### src/rtl/ow_slave_bit.sv
module ow_slave_bit #(
  parameter int CLKS_PER_US  = 100,
  parameter int RESET_US     = 480,
  parameter int PRES_WAIT_US = 30,
  parameter int PRES_LEN_US  = 120,
  parameter int SAMPLE_US    = 30,
  parameter int HOLD_US      = 45
) (
  input  logic clk,
  input  logic rst_n,
  input  logic line_in,
  input  logic tx_bit,
  input  logic tx_is_read,
  output logic drive_low,
  output logic rx_valid,
  output logic rx_bit,
  output logic reset_seen
);
  localparam int RST_C  = CLKS_PER_US * RESET_US;
  localparam int PW_C   = CLKS_PER_US * PRES_WAIT_US;
  localparam int PL_C   = CLKS_PER_US * PRES_LEN_US;
  localparam int SAMP_C = CLKS_PER_US * SAMPLE_US;
  localparam int HOLD_C = CLKS_PER_US * HOLD_US;
  localparam int CW     = $clog2(RST_C + PL_C + 1);

  typedef enum logic [2:0] {S_IDLE, S_SLOT, S_WRISE, S_WAITP, S_PRES} st_t;

  st_t           state;
  logic [CW-1:0] cnt, low_cnt;
  logic          line_q, slot_rd, slot_tx;

  wire fall = line_q & ~line_in;
  assign drive_low = (state == S_PRES) ||
                     (state == S_SLOT && slot_rd && !slot_tx && cnt < CW'(HOLD_C));

  always_ff @(posedge clk) begin
    if (!rst_n) begin
      state      <= S_IDLE;
      cnt        <= '0;
      low_cnt    <= '0;
      line_q     <= 1'b1;
      slot_rd    <= 1'b0;
      slot_tx    <= 1'b1;
      rx_valid   <= 1'b0;
      rx_bit     <= 1'b0;
      reset_seen <= 1'b0;
    end else begin
      line_q     <= line_in;
      rx_valid   <= 1'b0;
      reset_seen <= 1'b0;
      if (line_in || drive_low) low_cnt <= '0;
      else if (low_cnt != CW'(RST_C)) low_cnt <= low_cnt + 1'b1;

      if (state != S_WRISE && !line_in && !drive_low && low_cnt == CW'(RST_C - 1)) begin
        state      <= S_WRISE;
        reset_seen <= 1'b1;
      end else begin
        case (state)
          S_IDLE: if (fall) begin
            state   <= S_SLOT;
            cnt     <= '0;
            slot_rd <= tx_is_read;
            slot_tx <= tx_bit;
          end
          S_SLOT: begin
            if (cnt != CW'(RST_C)) cnt <= cnt + 1'b1;
            if (cnt == CW'(SAMP_C - 1) && !slot_rd) begin
              rx_valid <= 1'b1;
              rx_bit   <= line_in;
            end
            if (cnt >= CW'(HOLD_C) && line_in) state <= S_IDLE;
          end
          S_WRISE: if (line_in) begin
            state <= S_WAITP;
            cnt   <= '0;
          end
          S_WAITP: begin
            cnt <= cnt + 1'b1;
            if (cnt == CW'(PW_C - 1)) begin
              state <= S_PRES;
              cnt   <= '0;
            end
          end
          S_PRES: begin
            cnt <= cnt + 1'b1;
            if (cnt == CW'(PL_C - 1)) state <= S_IDLE;
          end
          default: state <= S_IDLE;
        endcase
      end
    end
  end

  a_r4_rx_one_cycle: assert property (@(posedge clk) disable iff (!rst_n)
    rx_valid |=> !rx_valid);
  a_r2_reset_one_cycle: assert property (@(posedge clk) disable iff (!rst_n)
    reset_seen |=> !reset_seen);
  a_r2_reset_not_driving: assert property (@(posedge clk) disable iff (!rst_n)
    reset_seen |-> !drive_low);
  a_r5_no_rx_on_own_drive: assert property (@(posedge clk) disable iff (!rst_n)
    rx_valid |-> !$past(drive_low));
  a_r3_presence_len: assert property (@(posedge clk) disable iff (!rst_n)
    ($fell(drive_low) && $past(state) == S_PRES) |-> $past(cnt) == CW'(PL_C - 1));
  a_r8_no_slot_after_presence: assert property (@(posedge clk) disable iff (!rst_n)
    ($past(state) == S_PRES && state == S_IDLE) |=> state != S_SLOT);
endmodule

### config.mk
export PLATFORM = sky130hd
export DESIGN_NAME = ow_slave_bit
export DESIGN_NICKNAME = d
export VERILOG_FILES = /design/src/rtl/ow_slave_bit.sv
export SDC_FILE = /design/constraint.sdc
export NUM_CORES = 1
export LEC_CHECK = 0
export CAP_MARGIN = 20
export CORE_ASPECT_RATIO = 1.4
export CORE_MARGIN = 4
export CORE_UTILIZATION = 25
export DETAILED_ROUTE_END_ITERATION = 8
export PLACE_DENSITY = 0.51
export SLEW_MARGIN = 20
export SYNTH_ARGS = -nofsm -noshare
export SYNTH_HDL_FRONTEND = slang
export SYNTH_SLANG_ARGS = --single-unit
### constraint.sdc
create_clock -name clk -period 5.5 [get_ports clk]
set_clock_uncertainty 0.05 [all_clocks]
set_input_delay 0.55 -clock clk [delete_from_list [all_inputs] [get_ports clk]]
set_output_delay 0.55 -clock clk [all_outputs]
set_load 0.02 [all_outputs]
; ---- After elaboration in Yosys (flattened, before gate mapping)
; Cells that the tools add are included.
[word_totals]
ff_bits = 41
in_bits = 5
output_inout_bits = 4
word_cells = 78
[op_classes]
add_sub_neg = 2
n_lt_le_gt_ge = 2
eq_ne = 21
muxes = 14
bitwise = 5
n_reduce_logical = 24
[op_table]
columns = cell, n
row1 = 16-bit case mux with 5 select lines, 1
row2 = 16-bit 2-to-1 mux, 4
row3 = 16-bit by 1-bit adder with 16-bit output (second input constant), 2
row4 = 16-bit != test (second input constant), 2
row5 = 16-bit by 12-bit == test with 1-bit output (second input constant), 1
row6 = 16-bit by 14-bit == test with 1-bit output (second input constant), 1
row7 = 16-bit == test (second input constant), 1
row8 = 16-bit by 13-bit >= comparator with 1-bit output (second input constant), 1
row9 = 16-bit by 13-bit < comparator with 1-bit output (second input constant), 1
row10 = 3-bit 2-to-1 mux, 5
row11 = 3-bit case mux with 5 select lines, 1
row12 = 5-bit AND reduction, 3
row13 = 3-bit != test (second input constant), 3
row14 = 1-bit logical AND, 8
row15 = 3-bit by 2-bit == test with 1-bit output (second input constant), 2
row16 = 2-bit by 1-bit != test with 1-bit output (second input constant), 3
row17 = 2-bit != test (second input constant), 3
row18 = 3-bit by 1-bit != test with 1-bit output (second input constant), 2
row19 = 3-bit AND reduction, 2
row20 = 5-bit nonzero test, 1
row21 = 1-bit logical NOT, 4
row22 = 1-bit NOT, 4
row23 = 2-bit OR reduction, 2
row24 = 3-bit by 1-bit == test with 1-bit output (second input constant), 1
row25 = other kinds (8), 10

; ---- Depth between registers and ports, before layout
[depth]
depth_word = 10
ltp_mapped = 10

; ---- Worst setup path after synthesis
; OpenSTA, ideal clock, no wires.
[synth_path]
kind = reg2reg
startpoint = register cnt[0]
endpoint = register cnt[4]
setup_time_ps = 114
arrival_ps = 1834
required_time_ps = 5336
slack_ps = 3502
path_stages_with_launch = 8
path_buffers = 0
synth_period_minus_slack_ps = 1998
cell_sequence = dfxtp_1 > ha_1 > nor4bb_1 > nand3_1 > o21a_1 > and2_1 > a22o_1 > a21o_1
[synth_via]
elab_chain_cells = 8
word_cells_on_any_way = 15
cone_classes = add/sub: 1 / order compare: 1 / eq/ne: 3 / mux: 3 / bitwise: 1 / reduce/logical: 6
[synth_lines]
columns = element, line
row1 = start: declaration, 29  ; logic [CW-1:0] cnt, low_cnt;
row2 = start signal: assignment, 66  ; if (cnt != CW'(RST_C)) cnt <= cnt + 1'b1;
row3 = start signal: assignment, 78  ; cnt <= cnt + 1'b1;
row4 = start signal: assignment, 85  ; cnt <= cnt + 1'b1;
row5 = 16-bit by 13-bit < comparator with 1-bit output, 34  ; (state == S_SLOT && slot_rd && !slot_tx && cnt < CW'(HOLD_C));
row6 = 1-bit logical AND, 34
row7 = 1-bit logical OR, 33  ; assign drive_low = (state == S_PRES) ||
row8 = 1-bit logical NOT, 54  ; if (state != S_WRISE && !line_in && !drive_low && low_cnt == CW'(RST_C - 1)) begin
row9 = 1-bit logical AND (2 in a row), 54
row10 = 1-bit NOT (no source line), n/a
row11 = 5-bit AND reduction (no source line), n/a
; Parallel ways exist; a longest one is shown, timed or not. The select of a mux whose other input is x is not followed.
; A chain may end at the register's enable or synchronous reset.

; ---- Final worst setup path
[layout_path]
startpoint = register state[0]
endpoint = output port drive_low
[layout_via]
elab_chain_cells = 5
word_cells_on_any_way = 6
cone_classes = eq/ne: 2 / reduce/logical: 4
[layout_lines]
columns = element, line
row1 = start: declaration, 28  ; st_t state;
row2 = start signal: assignment, 38  ; state <= S_IDLE;
row3 = start signal: assignment, 55  ; state <= S_WRISE;
row4 = start signal: assignment, 60  ; state <= S_SLOT;
row5 = 3-bit by 1-bit == test with 1-bit output, 34
row6 = 1-bit logical AND (3 in a row), 34
row7 = 1-bit logical OR (*), 33
row8 = end: declaration, 14  ; output logic drive_low,
; Mark *: on every way between the ends. The rest lies on a longest branch, timed or not.

==> flow_metrics.tcl <==
set metrics [dict create \
    grt_max_degree 30 \
    syn_nets 293 \
    cts_hold_buffers 0 \
    worstPathMaxFanout 10 \
    h-tree-depth 2 \
    power.switching_mw 0.151 \
    drive_gt1_share_pct 7.34 \
    rsz0062_at_grt "no" \
    power.density_nw_per_um2 265 \
    ant_nets 0 \
    synthFlopType "dfxtp_1" \
    synthCells 284 \
    synth_warnings 0 \
    core_um2 9030 \
    crit_type "flop to primary output" \
    first_global_vias 1991 \
    initial_core_util_pct 25.7 \
    swShare_pct 21.7 \
    num_rows 41 \
    r2r_slack_ns 3.02 \
    peakVddDrop_mv 0.160 \
    fmax_mhz 345 \
    max_cap_viol_count 0 \
    cellLeakagePower_nw 0.876 \
    clk-insertion-delay-late_ns 0.28 \
    hold_class "flop to flop" \
    drv_slew 0 \
    synth-edff-count 0 \
    cts_tree "yes" \
    slowest_delay_ns 0.60 \
    crit_slowest_cell "clkdlybuf4s50_1" \
    vias 1990 \
    remaining_drc_errors 0 \
    crit_chain "nor3b_1 > nand3b_1 > nor3_2 > or2_2 > clkdlybuf4s50_1" \
    final_area_um2 2620 \
    share_comb_of_total_power_pct 6.1 \
    status "completed" \
    seq_power_share_pct 43.8 \
    synth-seq-cells 41 \
    fp.dieArea_um2 10900 \
    syn2layout_area_growth_pct 13.3 \
    antenna_found_initial 0 \
    end_kind "primary output" \
    syn_area_um2 2320 \
    setup_viol 0 \
    dpl.hpwl_um 4000 \
    grt_pass1_wl_um 9160 \
    reg2reg_from "low_cnt[0]" \
    seq_area_frac_synth_pct 35.4 \
    die_h_um 122 \
    hold_violations 0 \
    port_buffers 8 \
    drtIter0Drc 106 \
    slew_headroom_pct 41.0 \
    finalNonFillerCells 393 \
    layout_min_cycle_time_ns 2.90 \
    cellInternalPower_mw 0.545 \
    worst-path-buf-inv 1 \
    power_frac_clock_pct 50.1 \
    first_pass_iters 4 \
    numCtsBuffers 5 \
    cts-root-buf "clkbuf_16" \
    place_congestion 0.882 \
    crit_family "simple AND/OR/NAND/NOR gates" \
    n_antenna_cell 0 \
    path_clk_slew_ns 0.06 \
    grt_usage_pct 10.5 \
    worst-endpoint-required_ns 4.90 \
    start_kind "flop" \
    die_w_um 89.3 \
    cts.sinks 41 \
    placed_cells 385 \
    worst_hold_path.endpoint "rx_bit" \
    post_cts_buffers 0 \
    hold_path.startpoint "rx_bit" \
    fin_setup_tns_ns 0 \
    io_pins 9 \
    arrival_ns 2.30 \
    cts_resized 0 \
    holdPathStages 2 \
    syn_area_per_cell_um2 8.15 \
    via_per_inst 5.06 \
    num-nets-final 294 \
    post_dp_cell_area_um2 2450 \
    wl_um 5400 \
    r2r_end "cnt[6]" \
    wire_per_inst_um 13.7 \
    async_reset_ff_share_pct 0 \
    clock_path_buffers 2 \
    ys_types 57 \
    r2r_cells 6 \
    worstMarginPinSlew_ns 0.886 \
    finalCritPeriodShare_pct 52.7 \
    gr-total-overflow 0 \
]
[tightest hold or removal path: stages (launching register included)]
cell and delay [ns]:
dfxtp_1 0.31, o21ai_0 0.06, a21boi_0 0.08
[registers in the layout (all words and copies together), names as in the netlist]
| name | count |
|---|---|
| state | 3 |
| cnt | 16 |
| slot_rd | 1 |
| line_q | 1 |
| rx_bit | 1 |
| low_cnt | 16 |
| reset_seen | 1 |
| rx_valid | 1 |
| slot_tx | 1 |
[cell usage in the layout (no fill, tap or decap), types with 3 or more instances in the layout]
master,synthesis,routed
nand4_1,5,5
a21oi_1,8,8
a21boi_0,3,3
nand2b_1,8,8
and4_1,4,4
o21ai_0,12,12
and3_1,6,6
xnor2_1,4,4
o21a_1,4,4
dfxtp_1,41,41
or3_1,4,4
o22ai_1,5,5
nand3b_1,4,4
nand3_1,25,25
nor4bb_1,3,3
nor3_1,5,5
or2_2,5,5
and2_1,3,3
clkbuf_16,0,5
nand2_1,19,19
inv_1,11,11
ha_1,4,4
nor2_1,31,31
clkdlybuf4s50_1,0,8
xor2_1,11,11
nor4_1,4,4
[worst max-delay path by stage]
| stage | start | end | slack [ns] | cells after the start |
|---|---|---|---|---|
| global placement | line_in | cnt[6] | 2.76 | 7 |
| finish | state[0] | drive_low | 2.60 | 5 |
| floorplan | cnt[0] | cnt[4] | 3.50 | 7 |
| global route | state[0] | drive_low | 2.44 | 5 |
| CTS | state[0] | drive_low | 2.60 | 5 |
| detailed placement | line_in | cnt[6] | 2.74 | 7 |
[metal layers]
metal	up-vias	wire (um)	GRT usage, %
met2	37	2830	19.3
met4	0	135	4.10
li1	1017	-	-
met5	-	0	0
met3	11	160	2.50
met1	925	2270	11.3
[final cells by class]
type,count,area [um2]
flip-flops and latches,41,821
clock inverters,2,37.5
fillers,981,6400
clock buffers,6,139
repair buffers,9,87.6
inverters,11,41.3
multi-input cells,217,1360
well taps,107,134
[cell families after synthesis]
logic type                 share of synthesized area (%)
muxes                                              0.432
and+or+nand+nor                                     34.9
xor gates and xnor gates                            5.67
AOI/OAI and AO/OA                                   15.7
DFF                                                 35.4
adders and majority gates                           2.16
buffers and inverters                               5.67
[through the flow]
step                      hold WS [ns]  utilization, %  total power, mW  worst slack (ns)
after floorplan                  0.405               -            0.345              3.50
after global placement           0.434            27.1            0.354              2.76
after detailed placement         0.444            27.1            0.354              2.74
after CTS                        0.454            29.1            0.705              2.60
after global routing             0.475            29.1            0.720              2.44
final                            0.438            29.1            0.696              2.60
[power groups by stage]
stage | combinational (mW) | clock (mW) | sequential [mW]
6_report | 0.0424 | 0.349 | 0.304
5_1_grt | 0.0477 | 0.368 | 0.305
4_1_cts | 0.0429 | 0.358 | 0.304
3_5_place_dp | 0.0427 | 0 | 0.311
3_3_place_gp | 0.0427 | 0 | 0.311
2_1_floorplan | 0.0359 | 0 | 0.309
[synthesized netlist by cell type, types with 5 or more instances]
master,number,area (um2)
a21oi_1,8,40.0
and3_1,6,37.5
dfxtp_1,41,821
inv_1,11,41.3
nand2_1,19,71.3
nand2b_1,8,50.1
nand3_1,25,125
nand4_1,5,31.3
nor2_1,31,116
nor3_1,5,25.0
o21ai_0,12,60.1
o22ai_1,5,31.3
or2_2,5,31.3
xor2_1,11,96.3
Power figures use the tool's default switching activity.
